<file path="src/rtl/tmap_pkg.sv">
package tmap_pkg;
   // byte 0 sits in the low bits
   typedef struct packed {
      logic [7:0] flags;
      logic [7:0] span;
      logic [7:0] gbase;
      logic [7:0] rbase;
   } tdesc_t;

   localparam int FLG_LIVE  = 0;
   localparam int FLG_RAM   = 1;
   localparam int FLG_SPLIT = 2;
   localparam int FLG_GROM  = 3;
endpackage

</file>
<file path="src/rtl/tmap_table.sv">
module tmap_table
   import tmap_pkg::*;
#(
   parameter int IDX_W = 7
) (
   input  logic             clk,
   input  logic             wr_en,
   input  logic [IDX_W+1:0] wr_addr,
   input  logic [7:0]       wr_data,
   input  logic [IDX_W-1:0] rd_idx,
   output tdesc_t           rd_desc
);
   localparam int TITLES = 2 ** IDX_W;

   logic [7:0] lane_q [4];

   // one byte-wide store per descriptor byte
   for (genvar g = 0; g < 4; g++) begin : g_lane
      logic [7:0] mem [TITLES];
      always_ff @(posedge clk) begin
         if (wr_en && wr_addr[1:0] == 2'(g))
            mem[wr_addr[IDX_W+1:2]] <= wr_data;
      end
      assign lane_q[g] = mem[rd_idx];
   end

   assign rd_desc = {lane_q[3], lane_q[2], lane_q[1], lane_q[0]};
endmodule

</file>
<file path="src/rtl/tmap_seq.sv">
module tmap_seq
   import tmap_pkg::*;
#(
   parameter int IDX_W      = 7,
   parameter int LOOKUP_CYC = 2
) (
   input  logic             clk,
   input  logic             rst_n,
   input  logic             sel_wr,
   input  logic [IDX_W-1:0] sel_idx,
   input  tdesc_t           desc_in,
   output logic [IDX_W-1:0] rd_idx,
   output logic             busy,
   output logic             menu,
   output tdesc_t           act,
   output logic [1:0]       bank_off
);
   localparam int CNT_W = $clog2(LOOKUP_CYC + 1);

   typedef enum logic [1:0] {S_MENU, S_LOOK, S_RUN} st_t;
   st_t              st;
   logic [CNT_W-1:0] cnt;
   logic [IDX_W-1:0] span_n;
   logic [1:0]       off_nx;

   assign span_n = IDX_W'(act.span[1:0]) + IDX_W'(1);
   assign off_nx = 2'(sel_idx % span_n);
   assign busy   = (st == S_LOOK);
   assign menu   = (st == S_MENU);

   always_ff @(posedge clk) begin
      if (!rst_n) begin
         st       <= S_MENU;
         cnt      <= '0;
         rd_idx   <= '0;
         act      <= '0;
         bank_off <= '0;
      end else begin
         case (st)
            S_MENU: if (sel_wr) begin
               rd_idx <= sel_idx;
               cnt    <= CNT_W'(LOOKUP_CYC - 1);
               st     <= S_LOOK;
            end
            S_LOOK: if (cnt == '0) begin
               act      <= desc_in;
               bank_off <= '0;
               st       <= S_RUN;
            end else begin
               cnt <= cnt - 1'b1;
            end
            S_RUN: if (sel_wr && act.flags[FLG_LIVE])
               bank_off <= off_nx;
            default: st <= S_MENU;
         endcase
      end
   end

   AST_MENU_STICKY: assert property (@(posedge clk) disable iff (!rst_n)
      (st != S_MENU) |=> (st != S_MENU));
   AST_BANK_FROZEN: assert property (@(posedge clk) disable iff (!rst_n)
      (st == S_RUN && !act.flags[FLG_LIVE]) |=> $stable(bank_off));
   AST_BANK_RANGE: assert property (@(posedge clk) disable iff (!rst_n)
      (st == S_RUN) |-> (bank_off <= act.span[1:0]));
   AST_LOOKUP_BOUND: assert property (@(posedge clk) disable iff (!rst_n)
      busy |-> (cnt < CNT_W'(LOOKUP_CYC)));
endmodule

</file>
<file path="src/rtl/tmap_decode.sv">
module tmap_decode
   import tmap_pkg::*;
#(
   parameter int WIN_AW      = 13,
   parameter int SEL_BYTES   = 256,
   parameter int SECT_W      = 6,
   parameter int GCH_W       = 6,
   parameter bit ALLOW_SPLIT = 1'b1
) (
   input  logic                     cpu_rd,
   input  logic                     cpu_we,
   input  logic [WIN_AW-1:0]        cpu_addr,
   input  logic                     busy,
   input  logic                     menu,
   input  tdesc_t                   act,
   input  logic [1:0]               bank_off,
   output logic                     sel_wr,
   output logic                     ready,
   output logic                     rom_cs,
   output logic [SECT_W+WIN_AW-1:0] rom_addr,
   output logic                     ram_cs,
   output logic [WIN_AW-1:0]        ram_addr,
   output logic                     grom_en,
   output logic [GCH_W-1:0]         grom_base
);
   localparam int SEL_AW = $clog2(SEL_BYTES);

   logic              low_zone, ram_on, split, ram_zone;
   logic [SECT_W-1:0] sector;
   logic              unused_desc;

   assign unused_desc = ^act;
   assign low_zone    = (cpu_addr[WIN_AW-1:SEL_AW] == '0);
   assign sel_wr      = cpu_we && low_zone && !busy;
   assign ram_on      = !menu && !busy && act.flags[FLG_RAM];

   if (ALLOW_SPLIT) begin : g_split
      assign split = act.flags[FLG_SPLIT];
   end else begin : g_nosplit
      assign split = 1'b0;
   end

   assign ram_zone = ram_on && (!split || cpu_addr[WIN_AW-1]);
   assign ram_cs   = ram_zone && (cpu_rd || (cpu_we && !low_zone));
   assign ram_addr = cpu_addr;
   assign rom_cs   = !busy && cpu_rd && !ram_zone;
   assign sector   = menu ? '0 : act.rbase[SECT_W-1:0] + SECT_W'(bank_off);
   assign rom_addr = {sector, cpu_addr};
   assign ready    = !(busy && cpu_rd);

   assign grom_en   = !menu && act.flags[FLG_GROM];
   assign grom_base = menu ? '0 : act.gbase[GCH_W-1:0];
endmodule

</file>
<file path="src/rtl/title_mapper.sv">
module title_mapper
   import tmap_pkg::*;
#(
   parameter int WIN_AW      = 13,
   parameter int SEL_BYTES   = 256,
   parameter int SECT_W      = 6,
   parameter int GCH_W       = 6,
   parameter int LOOKUP_CYC  = 2,
   parameter bit ALLOW_SPLIT = 1'b1,
   localparam int IDX_W      = $clog2(SEL_BYTES) - 1
) (
   input  logic                     clk,
   input  logic                     rst_n,
   input  logic                     tbl_we,
   input  logic [IDX_W+1:0]         tbl_addr,
   input  logic [7:0]               tbl_wdata,
   input  logic                     cpu_rd,
   input  logic                     cpu_we,
   input  logic [WIN_AW-1:0]        cpu_addr,
   output logic                     ready,
   output logic                     rom_cs,
   output logic [SECT_W+WIN_AW-1:0] rom_addr,
   output logic                     ram_cs,
   output logic [WIN_AW-1:0]        ram_addr,
   output logic                     grom_en,
   output logic [GCH_W-1:0]         grom_base
);
   if (LOOKUP_CYC < 1) begin : g_chk_lk
      $error("LOOKUP_CYC must be at least 1");
   end
   if (SECT_W < 2 || SECT_W > 8 || GCH_W > 8) begin : g_chk_w
      $error("sector and chunk widths must fit one descriptor byte");
   end
   if (IDX_W < 3 || SEL_BYTES != 2 ** (IDX_W + 1) || SEL_BYTES >= 2 ** (WIN_AW - 1)) begin : g_chk_sel
      $error("select zone must be a power of two inside the low half of the window");
   end

   tdesc_t           tbl_q, act;
   logic [IDX_W-1:0] rd_idx;
   logic             busy, menu, sel_wr;
   logic [1:0]       bank_off;

   tmap_table #(.IDX_W(IDX_W)) u_table (
      .clk(clk), .wr_en(tbl_we), .wr_addr(tbl_addr), .wr_data(tbl_wdata),
      .rd_idx(rd_idx), .rd_desc(tbl_q)
   );

   tmap_seq #(.IDX_W(IDX_W), .LOOKUP_CYC(LOOKUP_CYC)) u_seq (
      .clk(clk), .rst_n(rst_n), .sel_wr(sel_wr), .sel_idx(cpu_addr[IDX_W:1]),
      .desc_in(tbl_q), .rd_idx(rd_idx), .busy(busy), .menu(menu),
      .act(act), .bank_off(bank_off)
   );

   tmap_decode #(
      .WIN_AW(WIN_AW), .SEL_BYTES(SEL_BYTES), .SECT_W(SECT_W),
      .GCH_W(GCH_W), .ALLOW_SPLIT(ALLOW_SPLIT)
   ) u_dec (
      .cpu_rd(cpu_rd), .cpu_we(cpu_we), .cpu_addr(cpu_addr), .busy(busy),
      .menu(menu), .act(act), .bank_off(bank_off), .sel_wr(sel_wr),
      .ready(ready), .rom_cs(rom_cs), .rom_addr(rom_addr), .ram_cs(ram_cs),
      .ram_addr(ram_addr), .grom_en(grom_en), .grom_base(grom_base)
   );

   AST_LOOKUP_QUIET: assert property (@(posedge clk) disable iff (!rst_n)
      busy |-> (!rom_cs && !ram_cs));
   AST_LOOKUP_HOLD: assert property (@(posedge clk) disable iff (!rst_n)
      (busy && cpu_rd) |-> !ready);
   AST_ROM_NO_WRITE: assert property (@(posedge clk) disable iff (!rst_n)
      (cpu_we && !cpu_rd) |-> !rom_cs);
   AST_SEL_NOT_RAM: assert property (@(posedge clk) disable iff (!rst_n)
      (cpu_we && !cpu_rd && cpu_addr < WIN_AW'(SEL_BYTES)) |-> !ram_cs);
   AST_CS_EXCL: assert property (@(posedge clk) disable iff (!rst_n)
      !(rom_cs && ram_cs));
   AST_MENU_NO_RAM: assert property (@(posedge clk) disable iff (!rst_n)
      menu |-> (!ram_cs && !grom_en));
endmodule

</file>
<file path="config.mk">
export PLATFORM = sky130hd
export DESIGN_NAME = title_mapper
export DESIGN_NICKNAME = d
export VERILOG_FILES = /design/src/rtl/tmap_pkg.sv /design/src/rtl/tmap_table.sv /design/src/rtl/tmap_seq.sv /design/src/rtl/tmap_decode.sv /design/src/rtl/title_mapper.sv
export SDC_FILE = /design/constraint.sdc
export NUM_CORES = 2
export LEC_CHECK = 0
export BUFFER_PORTS_ARGS = -buffer_cell sky130_fd_sc_hd__clkbuf_2
export CORE_MARGIN = 2
export CORE_UTILIZATION = 54
export DETAILED_ROUTE_END_ITERATION = 7
export PLACE_DENSITY = 0.77
export REMOVE_ABC_BUFFERS = 1
export SLEW_MARGIN = 20
export SYNTH_ARGS = -nofsm -noshare
export SYNTH_HDL_FRONTEND = slang
export SYNTH_SLANG_ARGS = --single-unit
</file>
<file path="constraint.sdc">
create_clock -name clk -period 9.4 [get_ports clk]
set_input_delay 0.47 -clock clk [delete_from_list [all_inputs] [get_ports clk]]
set_output_delay 0.47 -clock clk [all_outputs]
set_load 0.1 [all_outputs]
</file>
# After elaboration in Yosys (flattened, before gate mapping)
# Memories as Yosys holds them, arrays and structs flattened. A register that Yosys moved wholly into a read port is not among the register bits.
# Cells that the tools add are included.
dict set report classes {
  n_addsub 3
  div 1
  n_eq_ne 9
  muxes 18
  n_bitwise 1
  reduce_logical 39
}
# op count
set ops {}
lappend ops {{$logic_and 1x1->1} 16}
lappend ops {{$mux 6} 2}
lappend ops {{$logic_not 1->1} 10}
lappend ops {{$mux 2} 5}
lappend ops {{$reduce_and 3->1} 3}
lappend ops {{$mux 1} 8}
lappend ops {{$pmux 2 s2} 2}
lappend ops {{$mod 7x7->7} 1}
lappend ops {{$add 6x2->6} 1}
lappend ops {{$eq 2x2->1 const B} 3}
lappend ops {{$logic_not 2->1} 3}
lappend ops {{$ne 2x2->1 const B} 3}
lappend ops {{$pmux 2 s3} 1}
lappend ops {{$logic_not 5->1} 1}
lappend ops {{$eq 2x1->1 const B} 2}
lappend ops {{$reduce_and 2->1} 2}
lappend ops {{$reduce_bool 2->1} 2}
lappend ops {{$add 2x1->3 const B} 1}
lappend ops {{$logic_or 1x1->1} 2}
lappend ops {{$ne 2x1->1 const B} 1}
lappend ops {{$sub 2x1->2 const B} 1}
lappend ops {{$not 1->1} 1}
dict set report word_totals {
  register_bits 13
  ramBits 4096
  inputBits 35
  memories 4
}
# name depth width rd rd_ports_with_merged_regs write_ports line
set memory_table {}
lappend memory_table {{u_table.g_lane[0].mem} 128 8 1 1 1 tmap_table.sv:19} ;# logic [7:0] mem [TITLES];
lappend memory_table {{u_table.g_lane[1].mem} 128 8 1 1 1 tmap_table.sv:19}
lappend memory_table {{u_table.g_lane[2].mem} 128 8 1 1 1 tmap_table.sv:19}
lappend memory_table {{u_table.g_lane[3].mem} 128 8 1 1 1 tmap_table.sv:19}

# Logic depth before layout (Yosys ltp)
dict set report depth {
  ltp_word 7
  depth_mapped 44
}

# Hierarchy
# From an unflattened synthesis, not the netlist that was laid out.
dict set report hier_totals {
  hier_cells 6951
  area_unflattened_um2 161124.5
}
# module instances cells_per_inst area_each_um2 seq_area_each_um2
set modules_own_cells {}
lappend modules_own_cells {tmap_table 1 6520 157728.8 122998.0}
lappend modules_own_cells {tmap_seq 1 369 2951.6 900.9}
lappend modules_own_cells {tmap_decode 1 62 444.2 0.0}

# Worst setup path before layout
# No wires, ideal clock.
dict set report synth_timing {
  kind {register -> register}
  startpoint {register, netlist name u_seq.act[16]}
  endpoint {register u_seq.bank_off[0]}
  t_arrival_ns 9.194
  t_required_ns 9.340
  path_slack_ns 0.146
  path_stages_with_launch 42
  period_less_slack_ns 9.254
  cell_sequence {dfxtp_1 -> inv_1 -> ha_1 -> nor4_1 -> nand2_1 -> a31oi_1 -> inv_1 -> ha_1 -> or3_2 -> nand3_1 -> o21ai_0 -> ha_1 -> a21o_1 -> or2_2 -> a21oi_1 -> ha_1 -> o21a_1 -> o21a_1 -> (+6 left out) -> nor2_1 -> and3_4 -> buf_6 -> mux2i_1 -> ha_1 -> nor2b_1 -> o21ai_0 -> and2b_1 -> o2111ai_1 -> or3_1 -> and2_1 -> ha_1 -> a21o_1 -> a21o_2 -> a311o_1 -> a211oi_2 -> mux2_1 -> nand2_1}
}
dict set report synth_via {
  elab_chain_len 4
}
# item line
set synth_rtl {}
lappend synth_rtl {{$add 2x1->3} tmap_seq.sv:26} ;# assign span_n = IDX_W'(act.span[1:0]) + IDX_W'(1);
lappend synth_rtl {{$mod 7x7->7} tmap_seq.sv:27} ;# assign off_nx = 2'(sel_idx % span_n);
lappend synth_rtl {{$mux 2} tmap_seq.sv:52} ;# S_RUN: if (sel_wr && act.flags[FLG_LIVE])
lappend synth_rtl {{$pmux 2 s2} tmap_seq.sv:39} ;# case (st)
lappend synth_rtl {{end signal, assigned} tmap_seq.sv:53} ;# bank_off <= off_nx;
lappend synth_rtl {{end, declared} tmap_seq.sv:16} ;# output logic [1:0] bank_off
# Every way passes these cells. The select of a mux whose other input is x is not followed.
# A chain may end at the register's enable or synchronous reset.

# Final worst setup path
dict set report layout_timing {
  startpoint {register, netlist name u_seq.act[16]}
  endpoint {register u_seq.bank_off[0]}
}
dict set report layout_via {
  elab_chain_len 4
}
# item line
set layout_rtl {}
lappend layout_rtl {{$add 2x1->3} tmap_seq.sv:26}
lappend layout_rtl {{$mod 7x7->7} tmap_seq.sv:27}
lappend layout_rtl {{$mux 2} tmap_seq.sv:52}
lappend layout_rtl {{$pmux 2 s2} tmap_seq.sv:39}
# Every way passes these cells. The select of a mux whose other input is x is not followed.

==> flow_summary.json <==
{
  "outcome": "finished, final reports clean",
  "crit_slowest_cell": "or3_2",
  "grt_pass1_wl_um": 302000,
  "gp_congestion": 0.833,
  "route.detailed.drc": 0,
  "critPathRequiredTime_ps": 10190,
  "vias": 44100,
  "rows": 152,
  "track_usage": 0.236,
  "antenna_found_initial": 18,
  "htreeDepth": 4,
  "area_growth_pct": 10.6,
  "firstDrtPassIters": 6,
  "syn_inst": 4343,
  "fillers": 11400,
  "cts_buffer_depth": 3,
  "clock_latency_ps": 840,
  "cap_viol_max_count": 0,
  "wl_um": 205000,
  "crit_arrival_ps": 9900,
  "grt_pass1_vias": 44800,
  "end_kind": "flop",
  "ios": 77,
  "timing.hold.ws_ps": 86.6,
  "synthDistinctLibCells": 67,
  "syn_avg_cell_area_um2": 21.4,
  "fin_crit_sh": 0.969,
  "die_area_mm2": 0.175,
  "clk_pin_slew_ps": 60,
  "yosys_most_used_dff": "edfxtp_1",
  "hold_viol": 0,
  "yosys.area_share.simple": 0.0349,
  "synth_xor_area_frac": 0.000944,
  "register_area_mm2": 0.0698,
  "synth-compound-area-share": 0.00716,
  "ys_seq_area_frac": 0.753,
  "multi_input_area_mm2": 0.0218,
  "synth_mux_area_frac": 0.186,
  "setup_ws_ps": 289,
  "irDropWorstVdd_uv": 421,
  "setup_violations": 0,
  "start_kind": "flop",
  "final_common_cell": "edfxtp_1",
  "skew_ps": 38.7,
  "ant_nets": 0,
  "dpl.hpwl_um": 123000,
  "die_h_um": 418,
  "ys_warn_count": 0,
  "p_per_area_mw_per_mm2": 224,
  "ctsRootBufferMaster": "clkbuf_16",
  "crit_type": "flop to flop",
  "cts.sinks": 2335,
  "synth_area_mm2": 0.0927,
  "drive_above_1_share": 0.270,
  "path_max_fanout": 5,
  "cts_tree": "built",
  "final_max_slew_viol_count": 0,
  "cts_buffers": 214,
  "cp_common_cell": "ha_1",
  "start_util": 0.542,
  "layout_common_cells": "2304 x edfxtp_1, 756 x mux4_2, 543 x nor2_1",
  "viasPerCell": 6.47,
  "cp_slowest_stage_delay_ps": 470,
  "maxSlewHeadroom": 0.221,
  "die_width_um": 418,
  "p_leak_uw": 0.0303,
  "worst_pin_slew_ps": 1160,
  "max_freq_ghz": 0.110,
  "core_mm2": 0.171,
  "synth_seq_cells": 2335,
  "preCtsSetupSlack_ps": -126,
  "post-route-min-period_ps": 9110,
  "synth_edf_count": 2304,
  "synth_top_family_by_area": "multiplexers",
  "grt_max_degree": 253,
  "synthAdderAreaFrac": 0.00413,
  "hp-class": "input port to flop",
  "synthArstFlopShare": 0,
  "wl_per_cell_um": 30.0,
  "finalNetCount": 4481,
  "overflow": 0,
  "drtIter0Drc": 5786,
  "portBuffers": 71
}
[final timing paths]
check | start | to | slack, ps | depth (start not counted)
setup / recovery | u_seq.act[16] | u_seq.bank_off[0] | 290 | 41
hold / removal | cpu_addr[2] | u_seq.bank_off[1] | 90 | 4
setup reg to reg | u_seq.act[16] | u_seq.bank_off[0] | 290 | 41
hold reg to reg | u_seq.act[12] | u_seq.act[12] | 510 | 1
[registers in the layout, indices dropped and copies added, names as in the netlist]
register / flops
u_seq.rd_idx: 7
u_seq.bank_off: 2
u_table.g_lane.mem: 2304
u_seq.st: 2
u_seq.cnt: 2
u_seq.act: 18
[layout make-up]
class	instances	area share
clock buffers	267	0.0556
well taps	2233	0.0272
clock inverters	121	0.0126
multi-input cells	1710	0.213
diodes	3	0.0000732
inverters	18	0.000659
flip-flops and latches	2335	0.681
repair buffers	137	0.0108
[repair_timing]
item / CTS / global route
hold buffers: 5 / 0
endpoints found under the hold margin: 5 / 0
pin swaps: 1 / 4
resized for setup: 3 / 18
endpoints found under the setup margin: 2 / 2
buffers inserted: 1 / 2
cloned: 0 / 0
[report_power, final]
part           switching (µW)  internal, µW  total, µW
sequential               32.5         11500      11500
clock                    3740          4970       8710
combinational            1760          1050       2800
total                    5530         17500      23000
[cell usage after synthesis (3+ instances only)]
master / number / share of area
and2_1: 4 / 0.00027
nand2b_1: 9 / 0.00061
xor2_1: 6 / 0.00057
a21boi_0: 3 / 0.00024
dfxtp_1: 31 / 0.0067
buf_1: 31 / 0.0013
clkbuf_1: 167 / 0.0068
nor2_1: 546 / 0.022
edfxtp_1: 2304 / 0.75
and3b_1: 3 / 0.00028
buf_2: 55 / 0.0030
nand3_1: 11 / 0.00059
inv_1: 18 / 0.00073
nor4_1: 4 / 0.00027
nand2_1: 171 / 0.0069
nor2b_1: 17 / 0.0011
ha_1: 29 / 0.0039
xnor2_1: 4 / 0.00038
nor3b_1: 4 / 0.00032
mux4_2: 756 / 0.18
o21a_1: 5 / 0.00040
a21oi_1: 20 / 0.0011
a31oi_1: 4 / 0.00027
o211a_1: 20 / 0.0022
nor3_1: 16 / 0.00086
mux2i_1: 20 / 0.0022
o21ai_0: 13 / 0.00070
buf_4: 26 / 0.0021
[kinds of logic (layout without fill, tap and decap cells)]
family          Yosys count  after routing
compound gates           87             87
buf+inv                 298            543
simple gates            803            803
xor+xnor                 10             10
other cells               0              3
flops                  2335           2335
fa+ha+maj                30             30
mux                     780            780
[per-stage QoR]
stage | cells | util | instance area (µm²) | power, µW | setup TNS (ps)
global placement | 6423 | 0.557 | 95300 | 14000 | 0
CTS | 6817 | 0.598 | 102000 | 22800 | 0
floorplan | 4063 | - | 91500 | 13600 | -306220
finish | 6824 | 0.599 | 103000 | 23000 | 0
global route | 6822 | 0.599 | 103000 | 23700 | -90.7
detailed placement | 6423 | 0.557 | 95300 | 14200 | -147
[critical path, delay by kind of cell (launching register included)]
kind            cells  cell delay [ps]
simple gates       15             2810
mux                 3              810
fa+ha+maj           7             2350
buf+inv             3              260
flops               1              330
compound gates     13             2460
[metal layers]
metal | vias up | routed length, µm | GRT usage | part of all wire
li1 | 18000 | - | - | -
met1 | 23200 | 77200 | 0.328 | 0.38
met2 | 2515 | 102000 | 0.381 | 0.50
met3 | 339 | 18900 | 0.0474 | 0.093
met4 | 4 | 6370 | 0.0779 | 0.031
met5 | - | 31 | 0 | 0.00015
Note: power is estimated with default switching activity, not from simulation.
